--- src/rtl/sector_seq_pkg.sv ---
`timescale 1ns/1ps
package sector_seq_pkg;
  localparam int ERR_W      = 4;
  localparam int ERR_XFER   = 0;
  localparam int ERR_WPROT  = 1;
  localparam int ERR_ADDR   = 2;
  localparam int ERR_CYLOVF = 3;
  localparam logic [ERR_W-1:0] CAUSE_MASK = 4'b1101;

  typedef enum logic [1:0] {
    CMD_READ   = 2'd0,
    CMD_WRITE  = 2'd1,
    CMD_RCHECK = 2'd2,
    CMD_FORMAT = 2'd3
  } cmd_e;
endpackage

--- src/rtl/sector_geom_check.sv ---
`timescale 1ns/1ps
module sector_geom_check
  import sector_seq_pkg::*;
#(
  parameter int HEAD_W = 5,
  parameter int CYL_W  = 12
) (
  input  logic              present_i,
  input  logic              wprot_i,
  input  logic              is_write_i,
  input  logic              first_i,
  input  logic [CYL_W-1:0]  cyl_i,
  input  logic [CYL_W-1:0]  cylinders_i,
  input  logic [HEAD_W-1:0] head_i,
  input  logic [HEAD_W-1:0] surfaces_i,
  output logic [ERR_W-1:0]  err_o,
  output logic              pass_o,
  output logic              seek_inc_o,
  output logic              unsafe_o
);
  // priority: presence, protect, cylinder, head
  always_comb begin
    err_o      = '0;
    seek_inc_o = 1'b0;
    unsafe_o   = 1'b0;
    if (!present_i) begin
      err_o[ERR_XFER] = 1'b1;
    end else if (wprot_i && is_write_i) begin
      err_o[ERR_WPROT] = 1'b1;
    end else if (cyl_i >= cylinders_i) begin
      err_o[ERR_XFER] = 1'b1;
      seek_inc_o      = 1'b1;
    end else if (head_i >= surfaces_i) begin
      if (first_i) begin
        err_o[ERR_ADDR] = 1'b1;
        unsafe_o        = 1'b1;
      end else begin
        err_o[ERR_CYLOVF] = 1'b1;
      end
    end
    pass_o = (err_o == '0);
  end
endmodule

--- src/rtl/sector_lba_calc.sv ---
`timescale 1ns/1ps
module sector_lba_calc #(
  parameter int SEC_W  = 6,
  parameter int HEAD_W = 5,
  parameter int CYL_W  = 12,
  localparam int TRK_W = CYL_W + HEAD_W,
  localparam int LBA_W = TRK_W + SEC_W
) (
  input  logic [CYL_W-1:0]  cyl_i,
  input  logic [HEAD_W-1:0] head_i,
  input  logic [HEAD_W-1:0] surfaces_i,
  input  logic [SEC_W-1:0]  sec_i,
  output logic [LBA_W-1:0]  lba_o
);
  logic [TRK_W-1:0] track;
  // fits TRK_W whenever head < surfaces
  assign track = TRK_W'(cyl_i) * TRK_W'(surfaces_i) + TRK_W'(head_i);
  assign lba_o = {track, sec_i};
endmodule

--- src/rtl/sector_pad_fill.sv ---
`timescale 1ns/1ps
module sector_pad_fill #(
  parameter int BYTES = 256,
  localparam int IDX_W = $clog2(BYTES),
  localparam int CNT_W = IDX_W + 1
) (
  input  logic             wr_i,
  input  logic [CNT_W-1:0] cnt_i,
  input  logic [IDX_W-1:0] idx_i,
  input  logic [7:0]       data_i,
  input  logic [7:0]       last_i,
  output logic [7:0]       byte_o
);
  logic received;
  assign received = ({1'b0, idx_i} < cnt_i);
  assign byte_o   = received ? data_i : (wr_i ? last_i : 8'h00);
endmodule

--- src/rtl/sector_seq.sv ---
`timescale 1ns/1ps
module sector_seq
  import sector_seq_pkg::*;
#(
  parameter int SEC_IN_W = 8,
  parameter int SEC_W    = 6,
  parameter int HEAD_W   = 5,
  parameter int CYL_W    = 12,
  parameter int BYTES    = 256,
  localparam int LBA_W   = CYL_W + HEAD_W + SEC_W,
  localparam int IDX_W   = $clog2(BYTES),
  localparam int CNT_W   = IDX_W + 1
) (
  input  logic                clk_i,
  input  logic                rst_ni,
  input  logic                start_i,
  input  logic [1:0]          cmd_i,
  input  logic [SEC_IN_W-1:0] sec_i,
  input  logic [HEAD_W-1:0]   head_i,
  input  logic [CYL_W-1:0]    cyl_i,
  input  logic                present_i,
  input  logic                wprot_i,
  input  logic [HEAD_W-1:0]   surfaces_i,
  input  logic [CYL_W-1:0]    cylinders_i,
  input  logic                req_i,
  output logic                rsp_valid_o,
  output logic [ERR_W-1:0]    err_o,
  output logic [LBA_W-1:0]    lba_o,
  output logic                set_seek_inc_o,
  output logic                set_unsafe_o,
  output logic [SEC_W-1:0]    sec_o,
  output logic [HEAD_W-1:0]   head_o,
  output logic                first_o,
  input  logic                pad_wr_i,
  input  logic [CNT_W-1:0]    pad_cnt_i,
  input  logic [IDX_W-1:0]    pad_idx_i,
  input  logic [7:0]          pad_data_i,
  input  logic [7:0]          pad_last_i,
  output logic [7:0]          pad_byte_o
);
  cmd_e              cmd_q;
  logic [SEC_W-1:0]  sec_q;
  logic [HEAD_W-1:0] head_q;
  logic              first_q;
  logic              rsp_q, seek_q, unsafe_q;
  logic [ERR_W-1:0]  err_q;
  logic [LBA_W-1:0]  lba_q;

  logic [ERR_W-1:0]  chk_err, rsp_err;
  logic              chk_pass, chk_seek, chk_unsafe;
  logic [LBA_W-1:0]  chk_lba;
  logic              do_check;

  assign do_check = req_i && !start_i;

  sector_geom_check #(.HEAD_W(HEAD_W), .CYL_W(CYL_W)) u_check (
    .present_i   (present_i),
    .wprot_i     (wprot_i),
    .is_write_i  (cmd_q == CMD_WRITE),
    .first_i     (first_q),
    .cyl_i       (cyl_i),
    .cylinders_i (cylinders_i),
    .head_i      (head_q),
    .surfaces_i  (surfaces_i),
    .err_o       (chk_err),
    .pass_o      (chk_pass),
    .seek_inc_o  (chk_seek),
    .unsafe_o    (chk_unsafe)
  );

  sector_lba_calc #(.SEC_W(SEC_W), .HEAD_W(HEAD_W), .CYL_W(CYL_W)) u_lba (
    .cyl_i      (cyl_i),
    .head_i     (head_q),
    .surfaces_i (surfaces_i),
    .sec_i      (sec_q),
    .lba_o      (chk_lba)
  );

  sector_pad_fill #(.BYTES(BYTES)) u_pad (
    .wr_i   (pad_wr_i),
    .cnt_i  (pad_cnt_i),
    .idx_i  (pad_idx_i),
    .data_i (pad_data_i),
    .last_i (pad_last_i),
    .byte_o (pad_byte_o)
  );

  // format commands always flag write protect on top of the check
  always_comb begin
    rsp_err = chk_err;
    if (cmd_q == CMD_FORMAT) rsp_err[ERR_WPROT] = 1'b1;
  end

  always_ff @(posedge clk_i or negedge rst_ni) begin
    if (!rst_ni) begin
      cmd_q    <= CMD_READ;
      sec_q    <= '0;
      head_q   <= '0;
      first_q  <= 1'b0;
      rsp_q    <= 1'b0;
      err_q    <= '0;
      lba_q    <= '0;
      seek_q   <= 1'b0;
      unsafe_q <= 1'b0;
    end else begin
      rsp_q    <= do_check;
      err_q    <= do_check ? rsp_err : '0;
      lba_q    <= (do_check && chk_pass) ? chk_lba : '0;
      seek_q   <= do_check && chk_seek;
      unsafe_q <= do_check && chk_unsafe;
      if (start_i) begin
        cmd_q   <= cmd_e'(cmd_i);
        sec_q   <= sec_i[SEC_W-1:0];
        head_q  <= head_i;
        first_q <= 1'b1;
      end else if (req_i && chk_pass) begin
        sec_q   <= sec_q + 1'b1;
        first_q <= 1'b0;
        if (&sec_q) head_q <= head_q + 1'b1;
      end
    end
  end

  assign rsp_valid_o    = rsp_q;
  assign err_o          = err_q;
  assign lba_o          = lba_q;
  assign set_seek_inc_o = seek_q;
  assign set_unsafe_o   = unsafe_q;
  assign sec_o          = sec_q;
  assign head_o         = head_q;
  assign first_o        = first_q;
endmodule

--- config.mk ---
export PLATFORM = sky130hd
export DESIGN_NAME = sector_seq
export DESIGN_NICKNAME = d
export VERILOG_FILES = /design/src/rtl/sector_seq_pkg.sv /design/src/rtl/sector_geom_check.sv /design/src/rtl/sector_lba_calc.sv /design/src/rtl/sector_pad_fill.sv /design/src/rtl/sector_seq.sv
export SDC_FILE = /design/constraint.sdc
export NUM_CORES = 1
export LEC_CHECK = 0
export BUFFER_PORTS_ARGS = -buffer_cell sky130_fd_sc_hd__clkbuf_2
export CORE_MARGIN = 4
export CORE_UTILIZATION = 50
export DETAILED_ROUTE_END_ITERATION = 8
export GPL_TIMING_DRIVEN = 0
export PLACE_DENSITY = 0.85
export REMOVE_ABC_BUFFERS = 1
export SLEW_MARGIN = 30
export SYNTH_ARGS = -nofsm -noshare
export SYNTH_HDL_FRONTEND = slang
export SYNTH_HIERARCHICAL = 1
export SYNTH_SLANG_ARGS = --single-unit
--- constraint.sdc ---
create_clock -name clk_i -period 4.3 [get_ports clk_i]
set_input_delay 0.645 -clock clk_i [delete_from_list [all_inputs] [get_ports clk_i]]
set_output_delay 0.645 -clock clk_i [all_outputs]
set_load 0.02 [all_outputs]
# [Word level (Yosys, flattened, before mapping)]
# Cells that the tools add are included.
[word_totals] reg_bits=44 latch_bits=0 mem_bits_rw=0 romBits=0 in_bits=84 out_inout_bits=50 word_cells=57 mem_count=0
[classes] n_addsub=3 multipliers=1 n_div=0 magnitude_cmp=3 n_eq_ne=2 shifts=0 muxes=27 bitwise=0 reduce_logical=12
[op_table] cell="$mux W23" n=1
[op_table] cell="$add A17 B5 Y17" n=1
[op_table] cell="$mul A12 B5 Y17" n=1
[op_table] cell="$mux W8" n=2
[op_table] cell="$mux W5" n=3
[op_table] cell="$mux W1" n=14
[op_table] cell="$ge A12 B12 Y1" n=1
[op_table] cell="$mux W6" n=2
[op_table] cell="$lt A8 B9 Y1" n=1
[op_table] cell="$add A6 B1 Y6 const B" n=1
[op_table] cell="$logic_and A1 B1 Y1" n=6
[op_table] cell="$mux W2" n=3
[op_table] cell="$reduce_and A6 Y1" n=1
[op_table] cell="$add A5 B1 Y5 const B" n=1
[op_table] cell="$ge A5 B5 Y1" n=1
[op_table] cell="$logic_not A4 Y1" n=1
[op_table] cell="$mux W4" n=1
[op_table] cell="$reduce_bool A2 Y1" n=2
[op_table] cell="$mux W3" n=1
[op_table] cell="$eq A2 B1 Y1 const B" n=1
[op_table] cell="$eq A2 B2 Y1 const B" n=1
[op_table] cell="$reduce_and A2 Y1" n=1
[op_table] cell="$logic_not A1 Y1" n=1

# [Logic depth before layout (Yosys ltp)]
# Gate-level depths: netlist (run 1).
[depth] word_depth=9 depth_mapped=15 mapped_depth_nobuf=14

# [Modules after synthesis]
# The synthesis (run 1) kept the hierarchy.
[modules_own_cells] mod="sector_lba_calc" instances=1 cells_per_inst=250 area_each_um2=2108.3 seq_area_each_um2=0.0
[modules_own_cells] mod="sector_seq" instances=1 cells_per_inst=144 area_each_um2=1727.9 seq_area_each_um2=1101.1
[modules_own_cells] mod="sector_geom_check" instances=1 cells_per_inst=70 area_each_um2=510.5 seq_area_each_um2=0.0
[modules_own_cells] mod="sector_pad_fill" instances=1 cells_per_inst=51 area_each_um2=347.8 seq_area_each_um2=0.0

# [Worst setup path before layout (run 1)]
# Ideal clock, no wire load.
[synth_path] kind="input to register" from="input port surfaces_i[4]" to="register lba_q[22] (netlist: lba_o[22])" setup_time_ps=120 t_arrival_ps=4413 required_ps=4180 path_slack_ps=-232 cell_stages=14 n_path_buf=1 path_cell_list="clkbuf_1 > and2_1 > fa_1 > fa_1 > inv_1 > fa_1 > inv_1 > ha_1 > a21o_1 > a221o_1 > a21oi_4 > nor4b_1 > or4_1 > and3_1"
[synth_between] elab_cells_between_ends=10 cone_classes="1 x add/sub; 1 x mul; 1 x order compare; 5 x mux; 2 x reduce/logical"
[synth_rtl] item="from (decl)" line="sector_seq.sv:23" text="input logic [HEAD_W-1:0] surfaces_i,"
[synth_rtl] item="$mul A12 B5 Y17" line="sector_lba_calc.sv:17" text="assign track = TRK_W'(cyl_i) * TRK_W'(surfaces_i) + TRK_W'(head_i);"
[synth_rtl] item="$add A17 B5 Y17" line="sector_lba_calc.sv:17"
[synth_rtl] item="named net chk_lba[22]" line="sector_seq.sv:51" text="logic [LBA_W-1:0] chk_lba;"
[synth_rtl] item="$mux W23" line="sector_seq.sv:108" text="lba_q <= (do_check && chk_pass) ? chk_lba : '0;"
[synth_rtl] item="to (signal assigned)" line="sector_seq.sv:108"
[synth_rtl] item="to (decl)" line="sector_seq.sv:47" text="logic [LBA_W-1:0] lba_q;"
# The timed path passes the listed nets, and every way through them passes these cells.
# A chain may end at the register's enable or synchronous reset.

# [Worst setup path in the final report (run 1)]
[layout_path] from="input port surfaces_i[3]" to="register lba_q[22] (netlist: lba_o[22])"
# The elaborated chain is that of the path after synthesis.

==> results of run 1 <==
-- registers in the layout, indices dropped and copies added, names as in the netlist --
signal          count
lba_o              23
sec_o               6
head_o              5
err_o               4
cmd_q               2
first_o             1
rsp_valid_o         1
set_seek_inc_o      1
set_unsafe_o        1
-- cells in the final DEF (no fill, tap or decap), types with 6 or more instances in the layout --
cell type and instances:
a21oi_1 19, nand2_1 49, buf_4 6, ha_1 53, o21ai_0 9, dfrtp_1 44, a21o_1 9, xnor2_1 7
nand3_1 12, fa_1 34, and3_1 27, nor2_1 16, and2_1 42, nor2b_1 6, mux2i_1 11, clkbuf_2 123
and2_4 6, inv_1 73, or4_1 7, clkbuf_8 6
-- power by group through the flow --
stage | sequential [uW] | clock [uW] | combinational (uW)
after floorplan | 491 | 0 | 632
final | 463 | 332 | 1020
after detailed placement | 470 | 0 | 892
after global placement | 469 | 0 | 851
after CTS | 462 | 337 | 955
after global routing | 466 | 358 | 1140
-- routing by layer --
metal | wire [um] | share of wire | up-vias
met1 | 4580 | 0.41 | 1978
met3 | 579 | 0.052 | 17
met4 | 196 | 0.018 | 0
li1 | - | - | 1957
met5 | 0 | 0 | -
met2 | 5780 | 0.52 | 119
-- path summary, 6_finish.rpt --
path | end | slack [ns] | depth (start not counted)
worst max register to register | lba_o[22] | 0.19 | 14
min in group clk_i | cmd_q[0] | 0.55 | 1
worst min register to register | cmd_q[0] | 0.55 | 1
worst min-delay path | lba_o[5] | 0.38 | 1
worst max-delay path | lba_o[22] | 0.12 | 15
max in group asynchronous | lba_o[14] | 3.52 | 1
-- critical path, stage by stage --
cell and delay [ns]:
buf_4 0.16, and2_1 0.17, fa_1 0.49, fa_1 0.56, inv_1 0.06, fa_1 0.52
inv_1 0.06, ha_4 0.29, and3_4 0.19, and2_4 0.17, a21oi_4 0.06, buf_4 0.15
and3_1 0.15, or4_1 0.50, and3_1 0.17
-- per-stage QoR --
stage	TNS, ns	hold slack (ns)	instance area [um2]	util
after CTS	0	0.390	5600	0.609
after detailed placement	-2.04	0.519	5420	0.589
after global routing	0	0.420	5680	0.618
after floorplan	-0.0469	0.349	4590	-
after global placement	-1.98	0.518	5380	0.585
final	0	0.377	5680	0.618
-- final cells by class --
cell class,count,area [um2],share of cell area
multi-input cells,375,3310,0.582
flip-flops and latches,44,1100,0.194
repair buffers,137,729,0.128
inverters,75,282,0.0495
well taps,111,139,0.0244
clock buffers,6,82.6,0.0145
clock inverters,2,38.8,0.00683
-- kinds of logic after synthesis --
group,after synthesis,share of synthesized area
muxes,13,0.0283
adders and majority gates,93,0.304
xor gates and xnor gates,12,0.0224
AOI/OAI and AO/OA,66,0.0983
DFF,44,0.235
and+or+nand+nor,191,0.229
buffers and inverters,96,0.0832
-- timing repair --
action,4_1_cts,5_1_grt
pin swaps,4,11
setup endpoints to repair,3,4
setup buffers,2,2
resized for setup,8,23
==> impl_metrics.py, run 1 <==
metrics = {
    "power_and_ir_drop": {
        "ir_drop_mv": 0.179,
        "totalPowerFinal_uw": 1810,
        "switching_share": 0.394,
        "leakagePower_uw": 0.00322,
        "p_int_uw": 1100,
        "clkPwrFrac": 0.183,
        "seq_power_share": 0.255,
        "power_density_nw_per_um2": 319,
        "comb_power_share": 0.562,
        "p_switching_uw": 715,
    },
    "place": {
        "port_buffers": 131,
        "place_ws_ns": -0.577,
        "hpwlAfterDp_mm": 9.20,
        "dp.cells": 738,
        "place_congestion": 0.866,
    },
    "logic_synthesis": {
        "yosys.cell_types.count": 51,
        "synth_common_cells": "inv_1, ha_1, nand2_1, and2_1, dfrtp_1",
        "ys_top_cells_by_area": "dfrtp_1, ha_1, fa_1",
        "ys_warn_count": 6,
        "syn_area_um2": 4690,
        "ys_ff_latch": 44,
        "postSynthAreaPerCell_um2": 9.12,
        "ys_seq_area_frac": 0.235,
        "synth_most_common_cell": "inv_1",
        "synth_top_flop_cell": "dfrtp_1",
        "ys_async_sr_fraction": 1.00,
        "netlist.area_leader.share": 0.235,
        "synth_top_cell_by_area": "dfrtp_1",
        "synth_edf_count": 0,
        "syn_inst": 515,
    },
    "finish": {
        "fillers": 774,
        "synthToLayoutAreaGrowth_pct": 21.0,
        "layoutNonFillerInstCount": 750,
        "drive_gt1_frac": 0.277,
        "final_nets": 815,
        "diodes": 0,
    },
    "detailed_routing": {
        "vias": 4071,
        "vias_per_cell": 5.43,
        "wire_per_inst_um": 14.9,
        "drc": 0,
        "ant_nets": 0,
        "drtIter0Drc": 185,
        "routed_wl_mm": 11.1,
        "drt_pre_antenna_iters": 4,
    },
    "floorplan": {
        "core_area_um2": 9200,
        "start_util": 0.510,
        "io_pins": 134,
        "rows": 35,
        "fp.dieW_um": 105,
        "die_h_um": 105,
        "dieArea_um2": 11000,
    },
    "critical_path": {
        "crit_path_start": "surfaces_i[3]",
        "regToRegStartpoint": "head_o[3]",
        "start_kind": "input port",
        "endpoint_kind": "flop",
        "crit_type": "input port to flop",
        "cp.arrival_ns": 4.36,
        "path_max_fanout": 13,
        "cp.required_ns": 4.49,
    },
    "grt": {
        "use_met2": 0.349,
        "grt_pass1_vias": 4067,
        "overflow": 0,
        "grt_busiest_layer": "met2",
        "track_usage": 0.202,
        "grt_pass1_wl_mm": 18.7,
        "grtUsageMet3": 0.0371,
        "grt_max_degree": 45,
        "antenna_found_initial": 0,
        "grtUsageMet1": 0.261,
    },
    "timing": {
        "slew_violations": 0,
        "slew_headroom": 0.581,
        "fin_skew_ns": 0.00750,
        "fin_crit_sh": 0.971,
        "period_needed_ns": 4.18,
        "rsz0062_at_grt": "no",
        "setup_viol": 0,
        "hold_violations": 0,
        "max_freq_mhz": 239,
        "setup_slack_ns": 0.125,
        "tightest_slew_ns": 0.626,
    },
    "worst_hold_path": {
        "hold_class": "input port to async pin",
    },
    "cts": {
        "numCtsBuffers": 5,
        "cts_tree": "yes",
        "cts.clk_slew.worst_paths_ns": 0.09,
        "root_buffer": "clkbuf_8",
        "cts_hold_buf": 0,
        "clock_latency_ns": 0.29,
        "htree_num_levels": 2,
        "clock_path_buffers": 2,
        "clock-sinks": 44,
    },
    "flow_run": {
        "cap_violations": 0,
    },
    "status": {
        "status": "finished, final reports clean",
    },
}
Note: power is estimated with default switching activity, not from simulation.
==> inputs of run 2 (changes only) <==
- ABC_AREA: not set -> 1
- PLACE_DENSITY: 0.85 -> 0.84
==> impl_metrics.py, run 2 <==
metrics = {
    "timing": {
        "slew_headroom": 0.616,
        "hold_violations": 0,
        "max_freq_mhz": 272,
        "setup_viol": 0,
        "rsz0062_at_grt": "no",
        "fin_crit_sh": 0.856,
        "tightest_slew_ns": 0.576,
        "period_needed_ns": 3.68,
        "slew_violations": 0,
        "setup_tns_ns": 0,
        "setup_slack_ns": 0.620,
        "fin_skew_ns": 0.0136,
    },
    "worst_hold_path": {
        "hold_class": "input port to async pin",
    },
    "logic_synthesis": {
        "netlist.area_leader.share": 0.216,
        "ys_async_sr_fraction": 1.00,
        "ys_seq_area_frac": 0.216,
        "synth_most_common_cell": "nand2_1",
        "ys_warn_count": 6,
        "yosys.cell_types.count": 30,
        "ys_top_cells_by_area": "dfrtp_1, nand2_1, inv_1",
        "synth_common_cells": "nand2_1, inv_1, ha_1, nor2_1, dfrtp_1",
        "syn_area_um2": 5100,
        "postSynthAreaPerCell_um2": 6.92,
        "synth_top_flop_cell": "dfrtp_1",
        "synth_edf_count": 0,
        "syn_inst": 737,
        "synth_top_cell_by_area": "dfrtp_1",
        "ys_ff_latch": 44,
    },
    "cts": {
        "cts.clk_slew.worst_paths_ns": 0.09,
        "htree_num_levels": 2,
        "clock-sinks": 44,
        "clock_latency_ns": 0.30,
        "root_buffer": "clkbuf_8",
        "cts_tree": "yes",
        "clock_path_buffers": 2,
        "cts_setup_buffers": 0,
        "cts_hold_buf": 0,
        "cts_resized": 0,
        "numCtsBuffers": 5,
    },
    "floorplan": {
        "dieArea_um2": 11900,
        "core_area_um2": 9860,
        "start_util": 0.517,
        "rows": 36,
        "fp.dieW_um": 109,
        "io_pins": 134,
        "die_h_um": 109,
    },
    "finish": {
        "final_cell_mix": "nand2_1, inv_1, clkbuf_2",
        "fin_area_um2": 5900,
        "layoutNonFillerInstCount": 992,
        "layout_commonest_cell": "nand2_1",
        "drive_gt1_frac": 0.185,
        "largest_reg_flops": 23,
        "fillers": 900,
        "synthToLayoutAreaGrowth_pct": 15.8,
        "final_nets": 1035,
        "diodes": 0,
    },
    "grt": {
        "overflow": 0,
        "track_usage": 0.191,
        "grt_pass1_vias": 4469,
        "antenna_found_initial": 0,
        "grt_pass1_wl_mm": 18.6,
        "grt_max_degree": 45,
    },
    "power_and_ir_drop": {
        "totalPowerFinal_uw": 1720,
        "leakagePower_uw": 0.00398,
        "power_density_nw_per_um2": 292,
        "ir_drop_mv": 0.139,
    },
    "detailed_routing": {
        "drt_pre_antenna_iters": 5,
        "drtIter0Drc": 252,
        "ant_nets": 0,
        "vias": 4641,
        "drc": 0,
        "vias_per_cell": 4.68,
        "routed_wl_mm": 10.8,
        "wire_per_inst_um": 10.9,
    },
    "critical_path": {
        "cp.required_ns": 4.52,
        "cp.arrival_ns": 3.90,
        "start_kind": "input port",
        "path_cells": "clkbuf_2 > nand2_1 > fa_1 > inv_1 > fa_1 > inv_1 > fa_1 > inv_1 > ha_1 > nand2_1 > nor2_1 > nand3_1 > nand3_1 > nand2_1 > nand2_1 > inv_1 > nor2_1",
        "crit_type": "input port to flop",
        "path_max_fanout": 13,
        "r2r_cells": 18,
        "crit_slowest_cell": "fa_1",
        "endpoint_kind": "flop",
        "max_stage_delay_ns": 0.57,
    },
    "flow_run": {
        "cap_violations": 0,
    },
    "place": {
        "port_buffers": 131,
        "place_ws_ns": 0.295,
        "hpwlAfterDp_mm": 9.05,
        "dp.cells": 984,
        "place_area_um2": 5820,
        "place_congestion": 0.925,
    },
    "status": {
        "status": "finished, final reports clean",
    },
}
[run 2: cell types whose count changed in the layout (fill, tap and decap cells not counted), sizes merged, moves of 5 or more]
cell,change
a21o,-9
a21oi,-5
and2,-48
and3,-27
buf,-10
inv,+127
mux2i,-11
nand2,+184
nand3,+14
nand4,+7
nor2,+44
nor2b,-7
or4,-7
[run 2: layout make-up]
| class | instances | area [um2] | share of cell area |
|---|---|---|---|
| Clock buffer | 5 | 68.8 | 0.0117 |
| Clock inverter | 3 | 18.8 | 0.00318 |
| Inverter | 201 | 754 | 0.128 |
| Multi-Input combinational cell | 475 | 3140 | 0.531 |
| Sequential cell | 44 | 1100 | 0.187 |
| Tap cell | 133 | 166 | 0.0282 |
| Timing Repair Buffer | 131 | 658 | 0.111 |
[run 2: power by group]
part / switching (uW) / internal (uW) / leakage, uW / total [uW]
registers: 33.1 / 440 / 0.000582 / 473
clock network: 142 / 113 / 0.0000479 / 255
logic: 613 / 382 / 0.00335 / 995
[run 2: metrics by stage]
step	hold slack [ns]	utilization
final	0.347	0.598
after global routing	0.400	0.598
after CTS	0.381	0.598
after detailed placement	0.495	0.590
after global placement	0.490	0.589
after floorplan	0.349	-
[run 2: worst max-delay path: cells and delay by family]
family / cells / cell delay, ns
adder cells (fa/ha/maj): 4 / 1.98
AND/OR/NAND/NOR: 8 / 0.82
buffers and inverters: 5 / 0.45
[run 2: metal layers]
layer | up-vias | wire, um | global-route usage | part of all wire
met5 | - | 0 | 0 | 0
met4 | 0 | 180 | 0.0469 | 0.017
met3 | 16 | 475 | 0.0290 | 0.044
met2 | 103 | 5670 | 0.358 | 0.53
met1 | 2125 | 4450 | 0.228 | 0.41
li1 | 2397 | - | - | -
[run 2: worst paths after layout]
kind | startpoint | to | slack (ns)
worst max-delay path | surfaces_i[4] | lba_o[20] | 0.62
worst min-delay path | rst_ni | lba_o[4] | 0.35
worst max register to register | head_o[3] | lba_o[22] | 0.90
worst min register to register | cmd_q[1] | cmd_q[1] | 0.52
max in group asynchronous | rst_ni | lba_o[13] | 3.54
min in group clk_i | cmd_q[1] | cmd_q[1] | 0.52
[run 2: kinds of logic after synthesis]
kind of cell,Yosys count,synth area share
compound gates,31,0.0368
xor+xnor,10,0.0172
simple gates,341,0.281
buf+inv,218,0.169
flops,44,0.216
fa+ha+maj,93,0.280
